### config.mk
export PLATFORM = sky130hd
export DESIGN_NAME = spi_frame_engine
export DESIGN_NICKNAME = d
export VERILOG_FILES = /design/src/rtl/spi_frame_engine.sv
export SDC_FILE = /design/constraint.sdc
export NUM_CORES = 1
export LEC_CHECK = 0
export BUFFER_PORTS_ARGS = -buffer_cell sky130_fd_sc_hd__buf_2
export CAP_MARGIN = 40
export CORE_MARGIN = 5
export CORE_UTILIZATION = 54
export CTS_CLUSTER_DIAMETER = 30
export DETAILED_ROUTE_END_ITERATION = 10
export GPL_ROUTABILITY_DRIVEN = 0
export GPL_TIMING_DRIVEN = 0
export PLACE_DENSITY = 0.77
export SLEW_MARGIN = 20
export SYNTH_ARGS = -nofsm -noshare
export SYNTH_HDL_FRONTEND = slang
export SYNTH_SLANG_ARGS = --single-unit
### constraint.sdc
create_clock -name clk -period 3.4 [get_ports clk]
set_input_delay 0.51 -clock clk [delete_from_list [all_inputs] [get_ports clk]]
set_output_delay 0.51 -clock clk [all_outputs]
set_load 0.01 [all_outputs]
### src/rtl/spi_frame_engine.sv
module spi_frame_engine #(
  parameter int DIV_W = 16,
  parameter int CNT_W = 16,
  parameter int NSEL  = 2
) (
  input  logic             clk,
  input  logic             rst_n,
  input  logic             en,
  input  logic             cfg_wide,
  input  logic [1:0]       cfg_mode,
  input  logic             cfg_cpol,
  input  logic             cfg_cpha,
  input  logic             cfg_lsb_first,
  input  logic             cfg_setup,
  input  logic [1:0]       cfg_gap,
  input  logic [1:0]       cfg_rsd,
  input  logic [DIV_W-1:0] cfg_div,
  input  logic [CNT_W-1:0] cfg_frames,
  input  logic [NSEL-1:0]  cfg_sel,
  input  logic [15:0]      tx_data,
  input  logic             tx_valid,
  output logic             tx_pop,
  output logic [15:0]      rx_data,
  output logic             rx_push,
  input  logic             rx_full,
  output logic             sclk,
  output logic             mosi,
  output logic [NSEL-1:0]  ss_n,
  input  logic             miso,
  output logic             busy
);
  localparam int FW = 16;
  localparam int BW = $clog2(FW + 1);

  typedef enum logic [2:0] {S_IDLE, S_LOAD, S_SETUP, S_A, S_B, S_FIN, S_GAP, S_DONE} st_t;

  st_t              st;
  logic [DIV_W:0]   cnt;
  logic [BW-1:0]    bitn, rcnt;
  logic [CNT_W-1:0] fcnt;
  logic [FW-1:0]    sh, rxs;
  logic [2:0]       spd;
  logic             ss_on;

  logic [DIV_W:0]   div_p1, half_m1, two_m1;
  logic [DIV_W-1:0] half;
  logic [BW-1:0]    nbits;
  logic             tx_need, rx_need, go, fin_ok, strobe, cap, lvl_a;

  assign div_p1  = {1'b0, cfg_div} + 1'b1;
  assign half    = (cfg_div <= DIV_W'(2)) ? DIV_W'(1) : div_p1[DIV_W:1];
  assign half_m1 = {1'b0, half} - 1'b1;
  assign two_m1  = {half, 1'b0} - 1'b1;

  assign nbits   = cfg_wide ? BW'(16) : BW'(8);
  assign tx_need = cfg_mode != 2'd2;
  assign rx_need = cfg_mode != 2'd1;
  assign go      = (!tx_need || tx_valid) && (!rx_need || !rx_full);
  assign fin_ok  = (rcnt == nbits) && (!rx_need || !rx_full);
  assign strobe  = (st == S_B) && (cnt == '0);
  assign lvl_a   = cfg_cpol ^ cfg_cpha;

  always_comb begin
    case (cfg_rsd)
      2'd0:    cap = strobe;
      2'd1:    cap = spd[0];
      2'd2:    cap = spd[1];
      default: cap = spd[2];
    endcase
  end

  always_ff @(posedge clk or negedge rst_n) begin
    if (!rst_n) begin
      st <= S_IDLE; cnt <= '0; bitn <= '0; rcnt <= '0; fcnt <= '0;
      sh <= '0; rxs <= '0; spd <= '0; ss_on <= 1'b0;
    end else if (!en) begin
      st <= S_IDLE; ss_on <= 1'b0; spd <= '0;
    end else begin
      spd <= {spd[1:0], strobe};
      case (st)
        S_IDLE: begin st <= S_LOAD; fcnt <= '0; end
        S_LOAD: if (go) begin
          sh <= tx_need ? tx_data : '0;
          bitn <= '0; rcnt <= '0; cnt <= '0;
          st <= ss_on ? S_A : S_SETUP;
          ss_on <= 1'b1;
        end
        S_SETUP: if (cnt == (cfg_setup ? two_m1 : half_m1)) begin
          cnt <= '0; st <= S_A;
        end else cnt <= cnt + 1'b1;
        S_A: if (cnt == half_m1) begin
          cnt <= '0; st <= S_B;
        end else cnt <= cnt + 1'b1;
        S_B: if (cnt == half_m1) begin
          cnt <= '0;
          sh <= cfg_lsb_first ? (sh >> 1) : (sh << 1);
          if (bitn == nbits - 1'b1) st <= S_FIN;
          else begin bitn <= bitn + 1'b1; st <= S_A; end
        end else cnt <= cnt + 1'b1;
        S_FIN: if (fin_ok) begin
          if (fcnt == cfg_frames) begin
            st <= S_DONE; ss_on <= 1'b0;
          end else begin
            fcnt <= fcnt + 1'b1;
            if (cfg_gap == 2'd0) st <= S_LOAD;
            else begin st <= S_GAP; ss_on <= 1'b0; cnt <= '0; end
          end
        end
        S_GAP: if (cnt == (cfg_gap[1] ? two_m1 : half_m1)) st <= S_LOAD;
               else cnt <= cnt + 1'b1;
        default: st <= S_DONE;
      endcase
      if (cap) begin
        rxs  <= cfg_lsb_first ? {miso, rxs[FW-1:1]} : {rxs[FW-2:0], miso};
        rcnt <= rcnt + 1'b1;
      end
    end
  end

  assign busy    = (st != S_IDLE) && (st != S_DONE);
  assign sclk    = (st == S_A) ? lvl_a : (st == S_B) ? ~lvl_a : cfg_cpol;
  assign mosi    = cfg_lsb_first ? sh[0] : (cfg_wide ? sh[15] : sh[7]);
  assign ss_n    = ~(cfg_sel & {NSEL{ss_on}});
  assign tx_pop  = en && (st == S_LOAD) && go && tx_need;
  assign rx_push = en && (st == S_FIN) && fin_ok && rx_need;
  assign rx_data = cfg_wide ? rxs : (cfg_lsb_first ? {8'h00, rxs[15:8]} : {8'h00, rxs[7:0]});
endmodule


Word-level counts from Yosys, hierarchy flattened
Index checks and enable logic that the tools add are counted.
{ "word_totals": {"register_bits": 82, "inputBits": 67, "out_inout_bits": 23, "elab_cells": 141} }
{ "op_classes": {"n_addsub": 8, "n_lt_le_gt_ge": 1, "eq_ne": 32, "muxes": 53, "n_bitwise": 4, "reduce_logical": 34} }
{ "op_table": {"columns": ["operator", "n"], "rows": [
  ["2-to-1 mux 17 bit", 9],
  ["2-to-1 mux 16 bit", 9],
  ["case mux 17 bit (5 select lines)", 1],
  ["case mux 16 bit (2 select lines)", 2],
  ["equality test 17 bit", 3],
  ["2-to-1 mux 3 bit", 11],
  ["2-to-1 mux 5 bit", 6],
  ["inequality test 3 bit, second input constant", 7],
  ["case mux 3 bit (7 select lines)", 1],
  ["adder 16 x 1 -> 17 bit, second input constant", 1],
  ["adder 17 x 1 -> 17 bit, second input constant", 1],
  ["zero test 17 bit", 1],
  ["subtractor 16 x 1 -> 17 bit, second input constant", 1],
  ["subtractor 17 x 1 -> 17 bit, second input constant", 1],
  ["adder 16 x 1 -> 16 bit, second input constant", 1],
  ["equality test 16 bit", 1],
  ["<= comparator 16 x 2 -> 1 bit, second input constant", 1],
  ["inequality test 2 bit, second input constant", 8],
  ["AND reduction 4 bit", 3],
  ["adder 5 x 1 -> 5 bit, second input constant", 2],
  ["equality test 5 bit", 2],
  ["logical AND 1 bit", 10],
  ["2-to-1 mux 1 bit", 10],
  ["case mux 5 bit (2 select lines)", 1],
  ["29 further kinds", 39]
]} }

Logic depth before layout (Yosys ltp)
{ "depth": {"word_depth": 8, "ltp_mapped": 19, "ltp_nobuf": 18} }

Worst setup path after synthesis
No wires, ideal clock.
{ "synth_path": {"kind": "input port to flip-flop", "start": "in cfg_div[9]", "end": "reg cnt[5]", "setup_ns": 0.121, "arrival_ns": 4.418, "t_required_ns": 3.279, "path_slack_ns": -1.139, "cell_stages": 19, "path_buffers": 3, "path_cell_list": "buf_2 nor4_1 nand3_1 o21ai_2 clkinv_1 ha_1 inv_1 a2111oi_4 xnor3_1 nor2_1 or4b_1 a2111oi_0 and4_1 buf_6 a211o_4 nand3b_4 nor2b_4 buf_6 a22o_1"} }
{ "synth_via": {"elab_chain_cells": 7, "word_cells_on_any_way": 15, "cone_classes": "add/sub (3); order compare (1); eq/ne (4); mux (6); reduce/logical (1)"} }
{ "synth_lines": {"columns": ["element", "line", "text"], "rows": [
  ["start: declaration", "17", "input logic [DIV_W-1:0] cfg_div,"],
  ["adder 16 x 1 -> 17 bit or <= comparator 16 x 2 -> 1 bit (tied branches)", "50, 51", null],
  ["2-to-1 mux 16 bit *", "51", "assign half = (cfg_div <= DIV_W'(2)) ? DIV_W'(1) : div_p1[DIV_W:1];"],
  ["subtractor 17 x 1 -> 17 bit or subtractor 16 x 1 -> 17 bit (tied branches)", "53, 52", null],
  ["2-to-1 mux 17 bit (on tied branches)", "109, 88", null],
  ["equality test 17 bit (on tied branches)", "109, 88", null],
  ["inequality test 2 bit (no line) or 2-to-1 mux 17 bit (tied branches)", null, null],
  ["AND reduction 7 bit (no line) or case mux 17 bit (5 select lines) (tied branches)", null, null],
  ["end signal: assignment", "93", "end else cnt <= cnt + 1'b1;"],
  ["end signal: assignment", "99", "end else cnt <= cnt + 1'b1;"],
  ["end signal: assignment", "110", "else cnt <= cnt + 1'b1;"],
  ["end: declaration", "38", "logic [DIV_W:0] cnt;"]
]} }
Every way passes the cells marked *; elsewhere a longest branch is shown, timed or not.
A chain may end at the register's enable or synchronous reset.

Worst setup path in the final report
{ "layout_path": {"start": "in cfg_div[3]", "end": "reg sh[1]"} }
{ "layout_via": {"elab_chain_cells": 6, "word_cells_on_any_way": 7, "cone_classes": "add/sub (2); order compare (1); eq/ne (2); mux (1); reduce/logical (1)"} }
{ "layout_lines": {"columns": ["element", "line", "text"], "rows": [
  ["adder 16 x 1 -> 17 bit or <= comparator 16 x 2 -> 1 bit (tied branches)", "50, 51", null],
  ["2-to-1 mux 16 bit *", "51", null],
  ["subtractor 16 x 1 -> 17 bit *", "52", "assign half_m1 = {1'b0, half} - 1'b1;"],
  ["equality test 17 bit *", "94", "S_B: if (cnt == half_m1) begin"],
  ["inequality test 2 bit (no line) *", null, null],
  ["AND reduction 4 bit (no line) *", null, null],
  ["end signal: assignment", "83", "sh <= tx_need ? tx_data : '0;"],
  ["end signal: assignment", "96", "sh <= cfg_lsb_first ? (sh >> 1) : (sh << 1);"],
  ["end: declaration", "41", "logic [FW-1:0] sh, rxs;"]
]} }
Marked as above.

==> metrics.cfg <==
[global_routing]
grt_use_total = 0.282
antenna_found_initial = 0
grt_max_degree = 43
grt_pass1_vias = 7911
grt_pass1_wl_mm = 38.8
grt.overflow.total = 0

[sta]
setup_ws_ns = -0.789
clock_skew_ns = 0.0122
relSlewSlack = 0.443
fmax_mhz = 239
setup_viol = 41
period_minus_slack_ns = 4.19
hold_violations = 0
worst_pin_slew_ns = 0.831
rsz0062_at_grt = true
slew_viol_final = 0
period_share = 1.23

[power]
p_int_mw = 2.63
cellPowerDensity_nw_per_um2 = 424
pwr-share-comb = 0.490
peakVddDrop_mv = 0.282
p_switching_mw = 1.85
power_frac_clock = 0.208
seqPwrFrac = 0.302
power_leakage_nw = 4.52
sw_frac_of_total = 0.413

[critical_path]
reg2reg_slack_ns = -0.27
cp_slowest_stage_delay_ns = 0.50
crit_path_end_kind = flop
cp_max_fo = 6
worstReg2RegEnd = sh[1]
path_cells = buf_12 > nor4_4 > o21ai_4 > o21ai_2 > ha_4 > inv_4 > a2111oi_4 > xnor3_1 > nor2_2 > or4b_4 > a2111oi_4 > and4_4 > buf_6 > a21oi_4 > nor2_2 > buf_6 > buf_12 > buf_12 > nor2_4 > a21oi_2
slowest_stage = or4b_4
path_common_cell = buf_12
cp.required_ns = 3.67
cp_data_arrival_time_ns = 4.46
cp-start-kind = input pin
reg2regPathDepth = 16
r2r-start = cnt[7]
worstSetupPathType = in2reg

[synthesis]
synthTopCellsByArea = dfrtp_1, nor2_1, mux2i_1, xor2_1, xnor2_1
synthCells = 972
synthesis.area_sq_um = 7820
yosysSeqAreaShare = 0.262
yosysTopAreaCell = dfrtp_1
syn-num-nets = 1048
synth_edf_count = 0
synth_cell_type_count = 92
netlist.area_leader.share = 0.262
synthFlopType = dfrtp_1
syn_area_per_cell_sq_um = 8.05
synthArstFlopShare = 1.00
synth_commonest_cells = nor2_1, dfrtp_1, nand2_1
yosysWarnings = 0
post-synth-top-count-cell = nor2_1
ys_ff_latch = 82

[placement]
placed_area_sq_um = 8590
portBuffers = 81
dp_hpwl_mm = 16.7

[floorplanning]
die_x_um = 130
num_rows = 44
ios = 90
start_util = 0.544
dieArea_sq_um = 17000
core_sq_um = 14400
die_h_um = 130

[drt]
dr.first_iter.drc_count = 1052
wire_per_inst_um = 20.7
post_drt_via_cell_ratio = 6.66
first_pass_iters = 6
drc = 0
vias = 8897
wirelength_mm = 27.7
antenna_left = 0

[finish]
final_area_sq_um = 10600
antennaDiodeCount = 0
nets = 1222
finish.utilization = 0.735
area_delta_synth_final_pct = 35.1
drive_gt1_frac = 0.307

[clocking]
ctsRootBufferMaster = clkbuf_16
cts.path.max_buffers = 2
clkTransAtPathRegs_ns = 0.07
worstSkewPairLatency_ns = 0.35
htree_levels = 3
cts_tree = yes
cts_sinks = 82
ctsHoldBuffers = 0
cts_made_buffers = 9

[outcome]
status = finished with violations
violations = setup timing

[job]
cap_violations = 0

[min_path]
min-delay-path-class = in2async

-- power groups by stage --
stage	logic [mW]	clock network (mW)	registers [mW]
final	2.19	0.931	1.35
after global routing	2.35	0.980	1.37
after CTS	1.90	0.940	1.31
after detailed placement	1.62	0	1.31
after global placement	1.58	0	1.31
after floorplan	1.22	0	1.27
-- logic make-up after synthesis --
| kind of cell | count (synthesis) | share of synthesized area |
|---|---|---|
| buf+inv | 113 | 0.0617 |
| simple gates | 378 | 0.252 |
| mux | 50 | 0.0673 |
| fa+ha+maj | 9 | 0.0144 |
| xor+xnor | 89 | 0.113 |
| compound gates | 251 | 0.229 |
| flops | 82 | 0.262 |
-- layer usage --
metal  wire length [um]  up-vias  GRT usage  part of all wire
li1                   -     3910          -                 -
met1              10400     4226      0.353              0.38
met2              13200      582      0.479              0.48
met3               2160      179     0.0352             0.078
met4               1950        0      0.139             0.071
met5                  0        -          0                 0
-- worst max-delay path, delay by kind of cell --
| kind | cells | cell delay (ns) |
|---|---|---|
| adders and majority gates | 1 | 0.21 |
| xor gates and xnor gates | 1 | 0.31 |
| AOI/OAI and AO/OA | 6 | 1.04 |
| and+or+nand+nor | 6 | 1.67 |
| buffers and inverters | 6 | 0.71 |
-- stage by stage --
step,hold WS [ns],cells,TNS [ns],worst slack [ns],power [mW]
4_1_cts,0.162,1298,-23.43,-0.691,4.15
5_1_grt,0.178,1335,-33.52,-0.936,4.70
3_3_place_gp,0.458,1237,-62.44,-1.67,2.89
2_1_floorplan,0.214,972,-23.21,-0.706,2.49
3_5_place_dp,0.480,1238,-63.32,-1.68,2.93
6_report,0.139,1335,-28.82,-0.789,4.48
-- what timing repair did --
| item | in CTS | in global routing |
|---|---|---|
| pin swaps | 43 | 58 |
| buffers inserted | 41 | 40 |
| gates resized for setup | 109 | 117 |
| gates cloned | 5 | 1 |
| setup endpoints to repair | 41 | 41 |
-- final cells by class --
type	instances	area, sq um
clock buffer	9	225
clock inverter	7	50.0
tap	184	230
fill	1009	3800
sequential	82	2050
timing repair buffer	166	1280
inverter	42	163
multi-input combinational	778	6160
buffer	67	403
-- how the worst max path moves through the flow --
stage | from | to | cells after the start | slack (ns)
detailed placement | cfg_div[14] | cnt[14] | 18 | -1.68
global placement | cfg_div[14] | cnt[5] | 18 | -1.67
CTS | cfg_div[0] | cnt[9] | 18 | -0.69
floorplan | cfg_div[9] | cnt[5] | 18 | -0.71
finish | cfg_div[3] | sh[1] | 20 | -0.79
global route | cfg_div[3] | cnt[10] | 18 | -0.94
-- layout by cell type, fill, tap and decap left out, types with 7 or more instances in the layout --
cell       count
nor2_1        92
dfrtp_1       82
nand2_1       77
buf_2         76
buf_4         65
o21ai_0       50
clkbuf_1      45
nand3_1       41
inv_1         40
xor2_1        39
mux2i_1       38
xnor2_1       33
a21oi_1       29
a31oi_1       24
buf_6         23
nor3_1        19
and2_1        16
a21oi_2       16
and3_1        15
nand4_1       14
a21o_1        14
nor4_1        13
buf_12        13
nor2_4        13
a22o_1        13
nor4_4        10
mux2_2        10
o211ai_1       9
clkbuf_16      9
or3_1          8
nor3_2         7
-- sequential cells by signal (all words and copies together), names as in the netlist --
| signal | flops |
|---|---|
| bitn | 5 |
| cnt | 17 |
| fcnt | 16 |
| rcnt | 5 |
| rxs | 16 |
| sh | 16 |
| spd | 3 |
| ss_on | 1 |
| st | 3 |
Power figures use the tool's default switching activity.
